<file path="config.mk">
export PLATFORM = sky130hd
export DESIGN_NAME = lnk_frame_mon
export DESIGN_NICKNAME = d
export VERILOG_FILES = /design/src/rtl/lnk_pkg.sv /design/src/rtl/lnk_sync.sv /design/src/rtl/lnk_slot.sv /design/src/rtl/lnk_frame.sv /design/src/rtl/lnk_frame_mon.sv
export SDC_FILE = /design/constraint.sdc
export NUM_CORES = 1
export LEC_CHECK = 0
export CORE_MARGIN = 5
export CORE_UTILIZATION = 50
export DETAILED_ROUTE_END_ITERATION = 8
export GPL_TIMING_DRIVEN = 0
export PLACE_DENSITY = 0.85
export SYNTH_ARGS = -nofsm -noshare
export SYNTH_HDL_FRONTEND = slang
export SYNTH_HIERARCHICAL = 1
export SYNTH_SLANG_ARGS = --single-unit
</file>
<file path="constraint.sdc">
create_clock -name clk -period 2.1 [get_ports clk]
set_input_delay 0.315 -clock clk [delete_from_list [all_inputs] [get_ports clk]]
set_output_delay 0.315 -clock clk [all_outputs]
set_load 0.02 [all_outputs]
</file>
<file path="src/rtl/lnk_pkg.sv">
package lnk_pkg;

    localparam int DATA_W     = 8;
    localparam int FRAME_BITS = DATA_W + 3;
    localparam int CNT_W      = $clog2(FRAME_BITS + 1);

    // Frame as it sits in the shift register after the last bit (stop on top).
    typedef struct packed {
        logic              stop;
        logic              par;
        logic [DATA_W-1:0] data;
        logic              start;
    } lnk_frame_t;

    typedef struct packed {
        logic              byte_vld;
        logic [DATA_W-1:0] byte_data;
        logic              par_err;
        logic              stop_err;
        logic              brk;
    } lnk_evt_t;

    function automatic logic even_ok(input logic [DATA_W-1:0] d, input logic p);
        return ~(^{d, p});
    endfunction

endpackage

</file>
<file path="src/rtl/lnk_sync.sv">
module lnk_sync #(
    parameter int W      = 2,
    parameter int STAGES = 2
) (
    input  logic         clk,
    input  logic         rst,
    input  logic [W-1:0] din,
    output logic [W-1:0] dout
);
    logic [W-1:0] chain [STAGES];

    generate
        for (genvar s = 0; s < STAGES; s++) begin : g_stage
            if (s == 0) begin : g_first
                always_ff @(posedge clk) begin
                    if (rst) chain[0] <= '0;
                    else     chain[0] <= din;
                end
            end else begin : g_next
                always_ff @(posedge clk) begin
                    if (rst) chain[s] <= '0;
                    else     chain[s] <= chain[s-1];
                end
            end
        end
    endgenerate

    assign dout = chain[STAGES-1];
endmodule

</file>
<file path="src/rtl/lnk_slot.sv">
module lnk_slot (
    input  logic clk,
    input  logic rst,
    input  logic lclk_s,
    input  logic ldat_s,
    output logic bit_vld,
    output logic bit_val
);
    logic prev_clk, samp, armed;
    logic rise, fall;

    assign rise = lclk_s & ~prev_clk;
    assign fall = ~lclk_s & prev_clk;

    always_ff @(posedge clk) begin
        if (rst) begin
            prev_clk <= 1'b0;
            samp     <= 1'b1;
            armed    <= 1'b0;
            bit_vld  <= 1'b0;
            bit_val  <= 1'b1;
        end else begin
            prev_clk <= lclk_s;
            bit_vld  <= 1'b0;
            if (rise) samp <= ldat_s;
            if (fall) begin
                armed <= 1'b1;
                if (armed) begin
                    bit_vld <= 1'b1;
                    bit_val <= samp;
                end
            end
        end
    end

    AST_SLOT_ARMED: assert property (@(posedge clk) disable iff (rst)
        bit_vld |-> armed);
    AST_SLOT_PULSE: assert property (@(posedge clk) disable iff (rst)
        bit_vld |=> !bit_vld);
endmodule

</file>
<file path="src/rtl/lnk_frame.sv">
module lnk_frame
    import lnk_pkg::*;
(
    input  logic     clk,
    input  logic     rst,
    input  logic     bit_vld,
    input  logic     bit_val,
    output lnk_evt_t evt
);
    logic [FRAME_BITS-1:0] sh, sh_nx;
    logic [CNT_W-1:0]      cnt, zc, zc_nx;
    logic                  pend;
    lnk_frame_t            fr;

    assign sh_nx = {bit_val, sh[FRAME_BITS-1:1]};
    assign fr    = lnk_frame_t'(sh_nx);
    assign zc_nx = bit_val ? '0 :
                   (zc == CNT_W'(FRAME_BITS)) ? zc : zc + 1'b1;

    always_ff @(posedge clk) begin
        if (rst) begin
            sh   <= '0;
            cnt  <= '0;
            zc   <= '0;
            pend <= 1'b0;
            evt  <= '0;
        end else begin
            evt.byte_vld <= 1'b0;
            evt.par_err  <= 1'b0;
            evt.stop_err <= 1'b0;
            evt.brk      <= 1'b0;
            if (bit_vld) begin
                zc <= zc_nx;
                if (pend) begin
                    if (bit_val) begin
                        evt.brk <= 1'b1;
                        pend    <= 1'b0;
                        cnt     <= '0;
                    end
                end else if (zc_nx == CNT_W'(FRAME_BITS)) begin
                    pend <= 1'b1;
                    cnt  <= '0;
                end else if (cnt == '0 && bit_val) begin
                    cnt <= '0;
                end else begin
                    sh <= sh_nx;
                    if (cnt == CNT_W'(FRAME_BITS - 1)) begin
                        cnt           <= '0;
                        evt.par_err   <= ~even_ok(fr.data, fr.par);
                        evt.stop_err  <= ~fr.stop;
                        evt.byte_vld  <= even_ok(fr.data, fr.par) & fr.stop;
                        evt.byte_data <= fr.data;
                    end else begin
                        cnt <= cnt + 1'b1;
                    end
                end
            end
        end
    end

    AST_CNT_RANGE: assert property (@(posedge clk) disable iff (rst)
        cnt < CNT_W'(FRAME_BITS));
    AST_ZC_RANGE: assert property (@(posedge clk) disable iff (rst)
        zc <= CNT_W'(FRAME_BITS));
    AST_BYTE_CLEAN: assert property (@(posedge clk) disable iff (rst)
        evt.byte_vld |-> !evt.par_err && !evt.stop_err);
    AST_BRK_ALONE: assert property (@(posedge clk) disable iff (rst)
        evt.brk |-> !evt.byte_vld && !evt.par_err && !evt.stop_err);
    AST_BRK_NEEDS_PEND: assert property (@(posedge clk) disable iff (rst)
        evt.brk |-> $past(pend));
    AST_BYTE_PULSE: assert property (@(posedge clk) disable iff (rst)
        evt.byte_vld |=> !evt.byte_vld);
endmodule

</file>
<file path="src/rtl/lnk_frame_mon.sv">
module lnk_frame_mon
    import lnk_pkg::*;
#(
    parameter int SYNC_STAGES = 2
) (
    input  logic              clk,
    input  logic              rst,
    input  logic              link_clk,
    input  logic              link_dat,
    output logic              byte_vld,
    output logic [DATA_W-1:0] byte_data,
    output logic              par_err,
    output logic              stop_err,
    output logic              brk_det
);
    logic [1:0] sync_q;
    logic       bit_vld, bit_val;
    lnk_evt_t   evt;

    lnk_sync #(.W(2), .STAGES(SYNC_STAGES)) u_sync (
        .clk  (clk),
        .rst  (rst),
        .din  ({link_clk, link_dat}),
        .dout (sync_q)
    );

    lnk_slot u_slot (
        .clk     (clk),
        .rst     (rst),
        .lclk_s  (sync_q[1]),
        .ldat_s  (sync_q[0]),
        .bit_vld (bit_vld),
        .bit_val (bit_val)
    );

    lnk_frame u_frame (
        .clk     (clk),
        .rst     (rst),
        .bit_vld (bit_vld),
        .bit_val (bit_val),
        .evt     (evt)
    );

    assign byte_vld  = evt.byte_vld;
    assign byte_data = evt.byte_data;
    assign par_err   = evt.par_err;
    assign stop_err  = evt.stop_err;
    assign brk_det   = evt.brk;

    AST_ERR_PULSE: assert property (@(posedge clk) disable iff (rst)
        (par_err || stop_err) |=> !(par_err || stop_err));
endmodule

</file>
Yosys cells after proc, flatten, opt, wreduce, memory -nomap -nowiden:

Memory sizes are Yosys's and may differ from the RTL's.
Cells that the tools add are included.

* bits in writable memories: 4
* word-level logic and storage cells: 63
* memories: 1
* output and inout port bits: 12
* register bits after elaboration: 37

* equality and inequality tests: 4
* muxes and demuxes: 17
* reduce and logical (&&, ||, !) cells: 10
* bitwise logic cells: 15
* add/sub/neg operators: 2

Memories
* u_sync.chain: depth 2, width 2, rd ports 2, clocked after Yosys merged registers in 0, write ports 2, RTL line lnk_sync.sv:10 `logic [W-1:0] chain [STAGES];`

Operator list (number)
* 2-to-1 mux 4 bit: 7
* == test 4 bit (second input constant): 3
* NOT 1 bit: 10
* parity 9 bit: 1
* adder 4 x 1 -> 4 bit (second input constant): 2
* 2-to-1 mux 1 bit: 8
* OR reduction 6 bit: 1
* AND reduction 5 bit: 1
* zero test 4 bit: 1
* 2-to-1 mux 2 bit: 2
* AND reduction 2 bit: 2
* AND reduction 4 bit: 1
* AND 1 bit: 3
* OR reduction 3 bit: 1
* inequality test 2 bit (second input constant): 1
* bitwise OR 1 bit: 2
* OR reduction 2 bit: 1
* logical AND 1 bit: 1

Longest topological paths before layout:

Gate-level depths: netlist of the first run.

* depth after elaboration: 6
* gate-level depth with buffers: 7
* depth with buffers taken out: 6

By module:

Netlist of the first run, hierarchy kept.

By module, submodules not included
* lnk_frame: seq. area each 600.6 sq um, cells each 144, area an instance 1442.6 sq um, instances 1
* lnk_slot: seq. area each 100.1 sq um, cells each 17, area an instance 173.9 sq um, instances 1
* lnk_sync: seq. area each 80.1 sq um, cells each 8, area an instance 105.1 sq um, instances 1

Worst setup path after synthesis of the first run:

Ideal clock, no wire load.

* path kind: reg-to-reg
* start point: register u_frame.zc[0]
* end point: register u_frame.sh[5]
* stages on the path, launching flop included: 7
* path buffers: 1
* setup time: 0.072 ns
* clock period less this slack: 2.035 ns
* path slack: 0.065 ns
* required time: 2.028 ns
* arrival: 1.963 ns
* cells stage by stage: dfxtp_1 ha_1 or4b_1 a311o_2 nand4_2 buf_6 mux2i_1

* word-level cells in the longest chain between the ends: 6
* elaborated cells on any way between the ends: 7
* those cells by class: add/sub (1); eq/ne (2); mux (2); bitwise (1); reduce/logical (1)

RTL lines
* start: declaration: RTL line lnk_frame.sv:11 `logic [CNT_W-1:0] cnt, zc, zc_nx;`
* start signal: assignment: RTL line lnk_frame.sv:33 `zc <= zc_nx;`
* adder 4 x 1 -> 4 bit / == test 4 bit (equally long branches): RTL line lnk_frame.sv:18 `(zc == CNT_W'(FRAME_BITS)) ? zc : zc + 1'b1;`
* 2-to-1 mux 4 bit (*): RTL line lnk_frame.sv:18
* 2-to-1 mux 4 bit (*): RTL line lnk_frame.sv:17 `assign zc_nx = bit_val ? '0 :`
* == test 4 bit (*): RTL line lnk_frame.sv:40 `end else if (zc_nx == CNT_W'(FRAME_BITS)) begin`
* NOT 1 bit (no source line) (*)
* AND reduction 4 bit (no source line) (*)
* end signal: assignment: RTL line lnk_frame.sv:46 `sh <= sh_nx;`
* end: declaration: RTL line lnk_frame.sv:10 `logic [FRAME_BITS-1:0] sh, sh_nx;`

Mark *: on every way between the ends. The rest lies on a longest branch, timed or not.
A chain may end at the register's enable or synchronous reset.

Final worst setup path of the first run:

* start point: register u_frame.zc[0]
* end point: register u_frame.cnt[2]

* word-level cells in the longest chain between the ends: 6
* elaborated cells on any way between the ends: 7
* those cells by class: add/sub (1); eq/ne (2); mux (4)

RTL lines
* adder 4 x 1 -> 4 bit / == test 4 bit (equally long branches): RTL line lnk_frame.sv:18
* 2-to-1 mux 4 bit (*): RTL line lnk_frame.sv:18
* 2-to-1 mux 4 bit (*): RTL line lnk_frame.sv:17
* == test 4 bit (*): RTL line lnk_frame.sv:40
* 2-to-1 mux 4 bit (*): RTL line lnk_frame.sv:40
* 2-to-1 mux 4 bit (*): RTL line lnk_frame.sv:34 `if (pend) begin`
* end signal: assignment: RTL line lnk_frame.sv:54 `cnt <= cnt + 1'b1;`
* end: declaration: RTL line lnk_frame.sv:11

Marked as above.

==> run summary, run 1 <==
Status -> complete, no violations
Number of enable flip-flop cells after synthesis -> 0
Worst EP required -> 2320 ps
Total wire length -> 3.38 mm
Final min period -> 2100 ps
# hold bufs at CTS -> 0
Worst-Margin Slew -> 614 ps
Hold path startpoint -> u_sync/chain[0][0]
Cell accounting for the most synthesized area -> dfxtp_1
Crit path max-delay cell type -> or4b_4
Rows -> 21
CP endpoint kind -> flop
# IOs -> 16
Max Clock Freq -> 0.477 GHz
Reg-to-Reg End -> u_frame/cnt[2]
Final hold slack -> 449 ps
#FFs+latches synth -> 39
P_leak -> 0.805 nW
Worst-case vdd ir drop -> 0.398 mV
R2r startpoint -> u_frame/zc[0]
Largest net degree at the start of global routing -> 18
Max-Cap Viols -> 0
Clock transition at path regs -> 120 ps
Placed insts -> 230
Synth warnings -> 6
Worst-path cell chain -> ha_4 -> or4b_4 -> a311o_2 -> buf_4 -> or4b_2 -> a31oi_1
Worst-Skew Late Latency -> 340 ps
Residual DRC -> 0
Routed Antenna Nets -> 0
Top sig layer -> met4
Clock Tree Buf Depth -> 2
Final setup violation count -> 0
Most common cell after layout, fill and taps aside -> dfxtp_1
Pre-Repair DR Iteration Count -> 4
Total negative slack -> 0 ps
Die Ht -> 68.7 um
Mapped Cells -> 169
Vias in the first global route -> 1288
Pwr dens -> 566 nW/um^2
Worst Path Max Fanout -> 4
Hold Path Class -> flop to flop
Crit share post-route -> 99.9%
CP arrival -> 2320 ps
Finished layout cell area -> 2040 um^2
Critical path class -> flop to flop
Register area share after synthesis -> 45.3%
# nets final -> 203
Die area -> 4720 um^2
ANT cells -> 0
Root Driver -> clkbuf_4
Post-synth top area share -> 45.3%
Main synth FF type -> dfxtp_1
Register area -> 786 um^2
IO buf count -> 15
Final worst slack -> 2.02 ps
Fraction of layout cells with a size suffix above 1 -> 11.2%
Post-Route Skew -> 12.2 ps
H-Tree Depth -> 2
Die width -> 68.7 um
Area of the mapped netlist -> 1720 um^2
Relative slew slack -> 58.7%
Critical Path Max Stage Delay -> 460 ps
Critical Path Start Type -> flop
Most frequent cells in the layout -> dfxtp_1 (37), nand2b_1 (20), mux2i_1 (18)
CTS Sinks -> 39
Hpwl dp -> 2.42 mm
Vias -> 1321
Distinct cells, synth -> 40
Register-to-register setup slack -> 2 ps
Hold Crit Depth -> 1
Syn Nets -> 177
Metal1 wirelength -> 1.48 mm
Non-filler instance count after layout -> 242
Drt initial violations -> 69
TritonCTS clock tree -> yes
Placed instance area -> 1930 um^2
Reg2reg path depth -> 6
Global placer's final weighted congestion -> 0.778
Pins Over Slew Limit -> 0
Multi-input gate area -> 902 um^2
Post-Syn Area per Cell -> 10.2 um^2
Initial antenna violation count -> 0
Final Util -> 61.1%
Vias per Instance -> 5.46
Initial Util -> 51.6%
Core Area -> 3340 um^2
Setup slack at placement -> -119 ps
WL/cell -> 14.0 um
RSZ-0062 raised after global routing -> yes
GRT overflow -> 0
FFs w/ async S/R, synth -> 0%
TritonCTS Buffers -> 5
First-pass GRT wire length -> 5.93 mm
Total GRT Usage -> 17.2%
Power Total -> 1.15 mW
Area grow syn2layout -> 18.5%
Routed wl met2 -> 1.71 mm
Top post-synthesis cells by area -> dfxtp_1 (45%), mux2i_1 (10%), nand2b_1 (7.3%)
Met3 wire len -> 136 um
Fill cells -> 285
Final Hold Vio Count -> 0
WHS Endpoint -> u_sync/chain[1][0]
kinds of logic (layout without fill, tap and decap cells):
| kind of cell | Yosys count | in the layout | share of synthesized area (%) |
|---|---|---|---|
| mux | 19 | 19 | 11.1 |
| xor+xnor | 7 | 7 | 4.36 |
| compound gates | 22 | 22 | 8.43 |
| fa+ha+maj | 4 | 4 | 2.91 |
| buf+inv | 15 | 42 | 3.71 |
| flops | 39 | 39 | 45.3 |
| simple gates | 63 | 63 | 24.1 |
flip-flops by register name (all words and copies together) (netlist names):
register	flops
u_frame/evt	12
u_frame/sh	9
u_frame/cnt	4
u_frame/zc	4
u_sync/chain	4
u_frame/pend	1
u_slot/armed	1
u_slot/bit_val	1
u_slot/bit_vld	1
u_slot/prev_clk	1
u_slot/samp	1
how the worst max path moves through the flow:
stage                       start        endpoint  slack, ps  cells after the start
finish              u_frame/zc[0]  u_frame/cnt[2]          2                      6
global route        u_frame/zc[0]   u_frame/sh[7]        -40                      6
CTS                 u_frame/zc[0]  u_frame/cnt[2]         30                      6
detailed placement  u_frame/zc[0]   u_frame/sh[7]       -120                      6
global placement    u_frame/zc[0]   u_frame/sh[8]        -40                      6
floorplan           u_frame/zc[0]   u_frame/sh[5]         70                      6
what timing repair did:
action	in CTS	in global routing
gates resized for setup	7	0
buffers inserted	3	0
setup endpoints to repair	17	8
pin swaps	1	0
cloned	1	0
critical path, delay by kind of cell, from the launching register on:
| kind | cells | cell delay (ps) |
|---|---|---|
| compound gates | 2 | 530 |
| fa+ha+maj | 1 | 260 |
| buf+inv | 1 | 170 |
| flops | 1 | 370 |
| simple gates | 2 | 650 |
cell type report:
class | count | area share (%)
Buffer | 6 | 1.47
Clock buffer | 7 | 2.21
Clock inverter | 1 | 0.245
Inverter | 9 | 1.66
Multi-Input combinational cell | 115 | 44.2
Sequential cell | 39 | 38.5
Tap cell | 46 | 2.82
Timing Repair Buffer | 19 | 8.83
routing by layer:
layer	track usage (%)	vias up
met5	0	-
met1	21.1	637
met3	4.21	7
met2	28.4	24
li1	-	653
met4	7.94	0
power breakdown:
part	total (mW)	switching, mW	leakage [nW]	internal, mW
Sequential	0.751	0.00520	0.317	0.746
Clock	0.363	0.232	0.0293	0.131
Combinational	0.0409	0.0205	0.459	0.0205
Total	1.15	0.258	0.805	0.897
synthesized netlist by cell type, types with 2 or more instances:
master / count
dfxtp_1: 39
nor2_1: 6
nand2b_1: 20
nand4b_1: 3
or3_1: 2
nor4_1: 2
a21oi_1: 5
clkbuf_1: 5
ha_1: 4
mux2i_1: 18
nor3_1: 3
xnor2_1: 5
a22oi_1: 2
nand3b_1: 6
nand2_1: 5
o21ai_0: 6
inv_1: 9
a31oi_1: 2
nor2b_1: 6
Power figures use the tool's default switching activity.
==> run 2, diff against run 1 <==
MAX_ROUTING_LAYER = met4   (was not set)
==> run 2 against run 1 <==
Against the previous run: non-clock buffer count unchanged; count of clock-buffer cells in the layout stayed put; die area unchanged; critical path type unchanged; utilization did not move; first-iteration DRC count rose by 4.3%; highest routed layer unchanged; the run now ends with setup timing left.
==> run summary, run 2 (same netlist as run 1, synthesis figures left out) <==
P_leak -> 0.805 nW
Residual DRC -> 0
TritonCTS clock tree -> yes
Final setup violation count -> 1
Vias -> 1314
# IOs -> 16
Status -> finished, violations left
Register with the most flip-flops -> u_frame/evt
WL/cell -> 14.0 um
RSZ-0062 raised after global routing -> yes
Crit share post-route -> 100%
Relative slew slack -> 58.7%
Largest registers -> u_frame/evt: 12 flops, u_frame/sh: 9 flops
Rows -> 21
Max-Cap Viols -> 0
Number of flip-flops in the largest register -> 12
Total wire length -> 3.38 mm
H-Tree Depth -> 2
Critical Path Start Type -> flop
Most common cell after layout, fill and taps aside -> dfxtp_1
Final worst slack -> -1.54 ps
TritonCTS Buffers -> 5
Worst-Skew Late Latency -> 340 ps
Fill cells -> 285
# hold bufs at CTS -> 0
CP endpoint kind -> flop
Pins Over Slew Limit -> 0
Die Ht -> 68.7 um
Total GRT Usage -> 17.7%
Routed Antenna Nets -> 0
Most frequent cells in the layout -> dfxtp_1 (37), nand2b_1 (20), mux2i_1 (18)
Final Util -> 61.1%
Vias per Instance -> 5.43
Worst EP required -> 2320 ps
ANT cells -> 0
Clock Tree Buf Depth -> 2
Die width -> 68.7 um
Core Area -> 3340 um^2
Total negative slack -> -1.54 ps
Initial antenna violation count -> 0
CP arrival -> 2330 ps
Fraction of layout cells with a size suffix above 1 -> 11.2%
Final Hold Vio Count -> 0
GRT overflow -> 0
Pwr dens -> 566 nW/um^2
Drt initial violations -> 72
Worst-case vdd ir drop -> 0.398 mV
Vias in the first global route -> 1291
Post-Route Skew -> 12.3 ps
Non-filler instance count after layout -> 242
Max Clock Freq -> 0.476 GHz
Global placer's final weighted congestion -> 0.789
Placed insts -> 230
Placed instance area -> 1930 um^2
Hold Path Class -> flop to flop
IO buf count -> 15
Largest net degree at the start of global routing -> 18
Area grow syn2layout -> 18.5%
Failing checks -> setup timing
Critical path class -> flop to flop
CTS Sinks -> 39
Initial Util -> 51.6%
Setup slack at placement -> -119 ps
# nets final -> 203
Final min period -> 2100 ps
Worst-Margin Slew -> 614 ps
First-pass GRT wire length -> 5.93 mm
Finished layout cell area -> 2040 um^2
Pre-Repair DR Iteration Count -> 4
Hpwl dp -> 2.42 mm
Worst Path Max Fanout -> 4
Clock transition at path regs -> 120 ps
Die area -> 4720 um^2
Root Driver -> clkbuf_4
==> run 2: cell counts in the layout (fill, tap and decap cells not counted) <==
No cell type changed its count.
==> run 2: repair_timing <==
action | CTS | global route
cloned | 1 | 0
setup buffers | 3 | 0
resized for setup | 7 | 0
endpoints found under the setup margin | 17 | 8
pin swaps | 1 | 0
==> run 2: routing by layer <==
metal / vias to the layer above / GRT usage (%) / wire length [um]
li1: 652 / - / -
met1: 631 / 21.1 / 1480
met2: 24 / 28.4 / 1730
met3: 7 / 4.21 / 116
met4: 0 / 7.94 / 53
met5: - / - / 0
==> run 2: power by group <==
group | internal (mW) | total, mW | switching, mW | leakage, nW
combinational | 0.0205 | 0.0407 | 0.0202 | 0.459
clock | 0.131 | 0.362 | 0.232 | 0.0293
sequential | 0.746 | 0.751 | 0.00519 | 0.317
total | 0.897 | 1.15 | 0.257 | 0.805
==> run 2: final timing paths <==
kind                 startpoint            endpoint  slack, ps  depth (start not counted)
min reg2reg  u_sync/chain[0][0]  u_sync/chain[1][0]        450                          1
min          u_sync/chain[0][0]  u_sync/chain[1][0]        450                          1
max               u_frame/zc[0]      u_frame/cnt[2]         -2                          6
max reg2reg       u_frame/zc[0]      u_frame/cnt[2]         -2                          6
==> run 2: layout make-up <==
class	count	area [um^2]	share of cell area (%)
sequential	39	786	38.5
inverter	9	33.8	1.66
clock inverter	1	5.00	0.245
buffer	6	30.0	1.47
multi-input combinational	115	902	44.2
tap	46	57.6	2.82
clock buffer	7	45.0	2.21
timing repair buffer	19	180	8.83
==> run 2: metrics by stage <==
stage	total power [mW]	hold WS [ps]
after floorplan	0.792	384
after detailed placement	0.809	433
final	1.15	449
after global placement	0.807	418
after CTS	1.17	455
after global routing	1.21	483
==> run 2: worst max-delay path, stage by stage, from the launching register on <==
cell     delay, ps
dfxtp_4        370
ha_4           260
or4b_4         470
a311o_2        460
buf_4          170
or4b_2         190
a31oi_1         70
